$ cat config.mk
export PLATFORM = sky130hd
export DESIGN_NAME = pp2w_master
export DESIGN_NICKNAME = d
export VERILOG_FILES = /design/src/rtl/pp2w_pkg.sv /design/src/rtl/pp2w_slot_timer.sv /design/src/rtl/pp2w_frame_build.sv /design/src/rtl/pp2w_rx_capture.sv /design/src/rtl/pp2w_master.sv
export SDC_FILE = /design/constraint.sdc
export NUM_CORES = 1
export LEC_CHECK = 0
export BUFFER_PORTS_ARGS = -buffer_cell sky130_fd_sc_hd__buf_4
export CORE_UTILIZATION = 55
export CTS_BUF_LIST = sky130_fd_sc_hd__clkbuf_4 sky130_fd_sc_hd__clkbuf_8
export DETAILED_ROUTE_END_ITERATION = 6
export PLACE_DENSITY_LB_ADDON = 0.1
export RECOVER_POWER = 100
export SLEW_MARGIN = 20
export SYNTH_ARGS = -nofsm -noshare
export SYNTH_HDL_FRONTEND = slang
export SYNTH_HIERARCHICAL = 1
export SYNTH_SLANG_ARGS = --single-unit
$ cat constraint.sdc
create_clock -name clk -period 3.29 [get_ports clk]
set_input_delay 0.329 -clock clk [delete_from_list [all_inputs] [get_ports clk]]
set_output_delay 0.329 -clock clk [all_outputs]
set_load 0.005 [all_outputs]
$ cat src/rtl/pp2w_pkg.sv
package pp2w_pkg;

    typedef enum logic [3:0] {
        ST_IDLE,
        ST_START,
        ST_TX_LO,
        ST_TX_HI,
        ST_RX_LO,
        ST_RX_HI,
        ST_ACK_LO,
        ST_ACK_HI,
        ST_STOP_LO,
        ST_STOP_HI,
        ST_STOP_END
    } pp2w_state_e;

    typedef struct packed {
        logic scl;
        logic sda;
        logic oe;
    } pp2w_pins_t;

    // Line levels for each state; txb is the bit currently being sent.
    function automatic pp2w_pins_t pins_for(pp2w_state_e s, logic txb);
        pp2w_pins_t p;
        unique case (s)
            ST_IDLE:     p = '{scl: 1'b1, sda: 1'b1, oe: 1'b1};
            ST_START:    p = '{scl: 1'b1, sda: 1'b0, oe: 1'b1};
            ST_TX_LO:    p = '{scl: 1'b0, sda: txb,  oe: 1'b1};
            ST_TX_HI:    p = '{scl: 1'b1, sda: txb,  oe: 1'b1};
            ST_RX_LO:    p = '{scl: 1'b0, sda: 1'b1, oe: 1'b0};
            ST_RX_HI:    p = '{scl: 1'b1, sda: 1'b1, oe: 1'b0};
            ST_ACK_LO:   p = '{scl: 1'b0, sda: 1'b1, oe: 1'b0};
            ST_ACK_HI:   p = '{scl: 1'b1, sda: 1'b1, oe: 1'b0};
            ST_STOP_LO:  p = '{scl: 1'b0, sda: 1'b0, oe: 1'b1};
            ST_STOP_HI:  p = '{scl: 1'b1, sda: 1'b0, oe: 1'b1};
            ST_STOP_END: p = '{scl: 1'b1, sda: 1'b1, oe: 1'b1};
            default:     p = '{scl: 1'b1, sda: 1'b1, oe: 1'b1};
        endcase
        return p;
    endfunction

endpackage

$ cat src/rtl/pp2w_slot_timer.sv
// Half-period timer: tick marks the last cycle of each DIV-cycle slot.
module pp2w_slot_timer #(
    parameter int DIV = 8
) (
    input  logic clk,
    input  logic rst_n,
    input  logic clr,
    input  logic run,
    output logic tick
);
    localparam int CW = (DIV > 1) ? $clog2(DIV) : 1;

    logic [CW-1:0] cnt;

    assign tick = run && (cnt == CW'(DIV - 1));

    always_ff @(posedge clk or negedge rst_n) begin
        if (!rst_n) begin
            cnt <= '0;
        end else if (clr) begin
            cnt <= '0;
        end else if (run) begin
            cnt <= tick ? '0 : cnt + CW'(1);
        end
    end
endmodule

$ cat src/rtl/pp2w_frame_build.sv
// Builds the left-aligned outbound bit string and its length.
module pp2w_frame_build #(
    parameter int ADDR_W = 8,
    parameter int DATA_W = 8,
    parameter int LEN_W  = 5
) (
    input  logic                             rd,
    input  logic [ADDR_W-1:0]                addr,
    input  logic [DATA_W-1:0]                wdata,
    output logic [ADDR_W+DATA_W+2:0]         frame,
    output logic [LEN_W-1:0]                 nbits
);
    localparam int WR_BITS = ADDR_W + DATA_W + 3;
    localparam int RD_BITS = ADDR_W + 2;

    logic addr_par;
    logic data_par;

    assign addr_par = ^addr;
    assign data_par = ^wdata;

    always_comb begin
        if (rd) begin
            frame = {1'b1, addr, addr_par, {(DATA_W + 1){1'b0}}};
            nbits = LEN_W'(RD_BITS);
        end else begin
            frame = {1'b0, addr, addr_par, wdata, data_par};
            nbits = LEN_W'(WR_BITS);
        end
    end
endmodule

$ cat src/rtl/pp2w_rx_capture.sv
// Collects the 9 inbound bits; flags odd overall parity.
module pp2w_rx_capture #(
    parameter int DATA_W = 8
) (
    input  logic              clk,
    input  logic              rst_n,
    input  logic              clr,
    input  logic              shift,
    input  logic              bit_in,
    output logic [DATA_W-1:0] data,
    output logic              perr
);
    logic [DATA_W:0] sr;

    always_ff @(posedge clk or negedge rst_n) begin
        if (!rst_n) begin
            sr <= '0;
        end else if (clr) begin
            sr <= '0;
        end else if (shift) begin
            sr <= {sr[DATA_W-1:0], bit_in};
        end
    end

    assign data = sr[DATA_W:1];
    assign perr = ^sr;
endmodule

$ cat src/rtl/pp2w_master.sv
module pp2w_master
    import pp2w_pkg::*;
#(
    parameter int DIV    = 8,
    parameter int ADDR_W = 8,
    parameter int DATA_W = 8
) (
    input  logic              clk,
    input  logic              rst_n,
    input  logic              req_valid,
    input  logic              req_rd,
    input  logic [ADDR_W-1:0] req_addr,
    input  logic [DATA_W-1:0] req_wdata,
    output logic              busy,
    output logic              done,
    output logic [DATA_W-1:0] rdata,
    output logic              par_err,
    output logic              nack,
    output logic              scl_o,
    output logic              sda_o,
    output logic              sda_oe,
    input  logic              sda_i
);
    localparam int FW      = ADDR_W + DATA_W + 3;
    localparam int RX_BITS = DATA_W + 1;
    localparam int LEN_W   = $clog2(FW + 1);

    pp2w_state_e      state, state_nxt;
    logic [FW-1:0]    tx_sr, tx_nxt;
    logic [LEN_W-1:0] bit_left, left_nxt;
    logic             rd_q;
    logic             slot_tick;
    logic             accept;
    logic [FW-1:0]    frame_word;
    logic [LEN_W-1:0] frame_len;
    pp2w_pins_t       pins_nxt;

    assign accept = (state == ST_IDLE) && req_valid;

    pp2w_slot_timer #(.DIV(DIV)) u_timer (
        .clk   (clk),
        .rst_n (rst_n),
        .clr   (accept),
        .run   (state != ST_IDLE),
        .tick  (slot_tick)
    );

    pp2w_frame_build #(.ADDR_W(ADDR_W), .DATA_W(DATA_W), .LEN_W(LEN_W)) u_frame (
        .rd    (req_rd),
        .addr  (req_addr),
        .wdata (req_wdata),
        .frame (frame_word),
        .nbits (frame_len)
    );

    pp2w_rx_capture #(.DATA_W(DATA_W)) u_rx (
        .clk    (clk),
        .rst_n  (rst_n),
        .clr    (accept),
        .shift  ((state == ST_RX_LO) && slot_tick),
        .bit_in (sda_i),
        .data   (rdata),
        .perr   (par_err)
    );

    // Next-state logic
    always_comb begin
        state_nxt = state;
        tx_nxt    = tx_sr;
        left_nxt  = bit_left;
        unique case (state)
            ST_IDLE: begin
                if (req_valid) begin
                    state_nxt = ST_START;
                    tx_nxt    = frame_word;
                    left_nxt  = frame_len;
                end
            end
            ST_START: begin
                if (slot_tick) state_nxt = ST_TX_LO;
            end
            ST_TX_LO: begin
                if (slot_tick) state_nxt = ST_TX_HI;
            end
            ST_TX_HI: begin
                if (slot_tick) begin
                    tx_nxt = tx_sr << 1;
                    if (bit_left == LEN_W'(1)) begin
                        if (rd_q) begin
                            state_nxt = ST_RX_LO;
                            left_nxt  = LEN_W'(RX_BITS);
                        end else begin
                            state_nxt = ST_ACK_LO;
                        end
                    end else begin
                        state_nxt = ST_TX_LO;
                        left_nxt  = bit_left - LEN_W'(1);
                    end
                end
            end
            ST_RX_LO: begin
                if (slot_tick) state_nxt = ST_RX_HI;
            end
            ST_RX_HI: begin
                if (slot_tick) begin
                    if (bit_left == LEN_W'(1)) begin
                        state_nxt = ST_STOP_LO;
                    end else begin
                        state_nxt = ST_RX_LO;
                        left_nxt  = bit_left - LEN_W'(1);
                    end
                end
            end
            ST_ACK_LO: begin
                if (slot_tick) state_nxt = ST_ACK_HI;
            end
            ST_ACK_HI: begin
                if (slot_tick) state_nxt = ST_STOP_LO;
            end
            ST_STOP_LO: begin
                if (slot_tick) state_nxt = ST_STOP_HI;
            end
            ST_STOP_HI: begin
                if (slot_tick) state_nxt = ST_STOP_END;
            end
            ST_STOP_END: begin
                if (slot_tick) state_nxt = ST_IDLE;
            end
            default: state_nxt = ST_IDLE;
        endcase
    end

    // State register
    always_ff @(posedge clk or negedge rst_n) begin
        if (!rst_n) begin
            state    <= ST_IDLE;
            tx_sr    <= '0;
            bit_left <= '0;
            rd_q     <= 1'b0;
            nack     <= 1'b0;
        end else begin
            state    <= state_nxt;
            tx_sr    <= tx_nxt;
            bit_left <= left_nxt;
            if (accept) begin
                rd_q <= req_rd;
                nack <= 1'b0;
            end else if ((state == ST_ACK_LO) && slot_tick) begin
                nack <= sda_i;
            end
        end
    end

    // Registered line and handshake outputs
    assign pins_nxt = pins_for(state_nxt, tx_nxt[FW-1]);

    always_ff @(posedge clk or negedge rst_n) begin
        if (!rst_n) begin
            scl_o  <= 1'b1;
            sda_o  <= 1'b1;
            sda_oe <= 1'b1;
            busy   <= 1'b0;
            done   <= 1'b0;
        end else begin
            scl_o  <= pins_nxt.scl;
            sda_o  <= pins_nxt.sda;
            sda_oe <= pins_nxt.oe;
            busy   <= (state_nxt != ST_IDLE);
            done   <= (state == ST_STOP_END) && slot_tick;
        end
    end
endmodule

==> summary.md <==
| Metric | Value |
|---|---|
| Outcome | complete, but fails checks |
| Failing checks | max-capacitance violations, max-slew violations |
| Global-route wire length before repair | 8.142 mm |
| Detail Route Antenna Nets | 0 |
| Iter 0 DRT Violations | 138 |
| GRT Overall Usage | 19.99% |
| Min Tclk post-route | 2.699 ns |
| Max transition margin | -59.77% |
| Slew @ Worst Pin | 2.397 ns |
| Fraction of layout cells with a size suffix above 1 | 21.45% |
| Setup Fix Bufs, Post-CTS | 0 |
| GP Congestion | 0.7604 |
| Critical path class | flip-flop to flip-flop |
| First-pass iteration count of the detailed router | 5 |
| Clk slew on worst S/H paths | 0.08 ns |
| Maximum number of pins on one net before global-route repair | 48 |
| CTS HTree Levels | 2 |
| Seq/Total Area, Yosys | 42.92% |
| Peak supply drop | 0.2283 mV |
| Post-DR wirelength/cell | 13.65 µm |
| Die height | 72.70 µm |
| Asr flop ratio synth | 100.0% |
| Post-synth top area cell | dfrtp_1 |
| Vias in the first global route | 1717 |
| # setup viols final | 0 |
| Synth Register Bits | 47 |
| Vias | 1862 |
| PnR Total Power | 1.030 mW |
| Area contributors post-synth | dfrtp_1 (40%), buf_4 (6.3%), a222oi_1 (6.2%), xnor2_1 (4.8%), mux2i_1 (4.0%) |
| Port bufs | 35 |
| Hpwl dp | 3.310 mm |
| Clk buf depth | 2 |
| Setup ws final | 0.5915 ns |
| Pre-CTS WS | 0.8612 ns |
| # Max-Cap Violations | 1 |
| Synth-to-Final Area Change | 7.874% |
| I/O Pins | 36 |
| Cells after Synth | 263 |
| Max-slew violation total from the final report | 48 |
| Required time at the worst-slack endpoint | 3.51 ns |
| Clock tree sinks | 47 |
| Initial core utilization | 57.82% |
| Die X | 72.70 µm |
| Nets | 299 |
| Top cell type's share of synthesized area | 40.05% |
| Initial antenna violation count | 0 |
| Number of clock buffers inserted by TritonCTS | 5 |
| Fin Setup TNS | 0 ns |
| Worst setup SP type | flip-flop |
| Core ar. | 4755 µm² |
| Unrepaired setup endpoints after global routing | no |
| Overflow after GRT | 0 |
| CTS tree | done |
| Fin. Hold Viols | 0 |
| Crit end category | flip-flop |
| Worst Hold Class | input port to flip-flop |
| Core Rows | 25 |
| Number of antenna diodes | 0 |
| CTS Root Cell | clkbuf_8 |
| CTS Hold Bufs | 0 |
| Post-synth EDFFs | 0 |
| Vias/cell | 5.444 |
| Post-Route WL | 4.668 mm |
| Pwr Density | 347.3 nW/µm² |
| Syn avg cell area | 10.45 µm² |
| # resized after CTS | 0 |
| Die ar. | 5285 µm² |
| Post-synth net total | 288 |
| Period utilization | 82.02% |
| Critical Path AT | 2.92 ns |
| Synth unique cells | 57 |
| Leak | 1.408 nW |
| Post-Syn Area | 2749 µm² |
| Ys Warns | 6 |
| DRC violations left | 0 |
| Critical path fanouts, max | 19 |
| Leading register cell type out of synthesis | dfrtp_1 |
| Clk_skew | 0.007088 ns |
| F_max | 370.6 MHz |
| Clk_lat worst skew | 0.30 ns |
## cell usage in the layout (no fill, tap or decap), types with 3 or more instances in the layout
cell	netlist	final
mux2i_1	11	11
clkbuf_4	0	16
dfrtp_1	44	44
xnor2_1	15	15
nor2_1	20	20
nor3_1	3	3
clkbuf_8	0	7
xor2_1	6	6
ha_1	4	4
a22o_1	4	4
nand2b_1	4	4
o21ai_1	8	4
dfstp_2	3	3
nand2_1	7	7
a222oi_1	17	17
o21ai_0	5	9
and3_1	2	3
nor2b_1	9	9
clkbuf_1	0	3
inv_1	25	25
buf_4	23	21
## metrics by stage
step	std cells	util [%]	hold slack (ns)	area, µm²
floorplan	263	-	0.03341	2749
global placement	334	60.87	0.3781	2894
detailed placement	334	60.87	0.3758	2894
CTS	342	63.05	0.04112	2998
global route	342	62.37	0.2810	2965
finish	342	62.37	0.2803	2965
## power by group
part / total, mW / switching, mW / internal, mW
registers: 0.577 / 0 / 0.577
logic: 0.0710 / 0.0351 / 0.0358
clock network: 0.382 / 0.181 / 0.200
total: 1.03 / 0.217 / 0.813
## flip-flops by register name, summed over array words and instances (netlist names)
name         count
u_rx/sr          9
sda_o            1
bit_left         5
rd_q             1
tx_sr           19
busy             1
done             1
scl_o            1
sda_oe           1
u_timer/cnt      3
nack             1
state            4
## per-layer routing
layer  wire [µm]  track usage [%]
met1        2299            27.91
met2        2146            31.05
met3         170            4.558
met4          52            6.318
met5           0                0
## cells in the mapped netlist, types with 3 or more instances
cell type	count
xor2_1	6
ha_1	4
a22o_1	4
nor3_1	3
inv_1	25
dfstp_2	3
o21ai_1	8
buf_4	23
a222oi_1	17
nor2b_1	9
nor2_1	20
nand2b_1	4
xnor2_1	15
nand2_1	7
o21ai_0	5
dfrtp_1	44
buf_2	9
mux2i_1	11
## critical path, stage by stage, from the launching register on
cell and delay (ns):
dfrtp_1 0.69, nor2_1 0.10, nand2_1 0.17, and2_0 0.49, and3_1 0.29, o21ai_2 0.07
buf_4 0.21, a221o_1 0.38, nor3_1 0.13, o21ai_0 0.09
## logic make-up after synthesis
| kind of cell | after synthesis | share of synthesized area (%) |
|---|---|---|
| simple gates | 61 | 13.15 |
| buf+inv | 61 | 12.20 |
| compound gates | 52 | 16.70 |
| flops | 47 | 42.92 |
| xor+xnor | 23 | 8.102 |
| mux | 13 | 4.825 |
| fa+ha+maj | 4 | 1.821 |
| other cells | 2 | 0.2732 |
## layout make-up
| cell class | count | area, µm² |
|---|---|---|
| flip-flops and latches | 47 | 1180 |
| well taps | 67 | 83.83 |
| multi-input cells | 155 | 1219 |
| inverters | 26 | 97.59 |
| fillers | 415 | 1789 |
| clock buffers | 8 | 103.9 |
| repair buffers | 39 | 281.5 |
## path summary, 6_finish.rpt
path                        startpoint           to  slack, ns  depth (start not counted)
max in group asynchronous        rst_n    tx_sr[11]       1.17                          1
hold / removal             req_addr[3]    tx_sr[13]       0.28                          3
min in group asynchronous        rst_n  bit_left[2]       0.76                          1
hold reg to reg               tx_sr[8]     tx_sr[9]       0.49                          2
setup reg to reg              state[1]        sda_o       0.59                          9
setup / recovery              state[1]        sda_o       0.59                          9
Power figures use the tool's default switching activity.
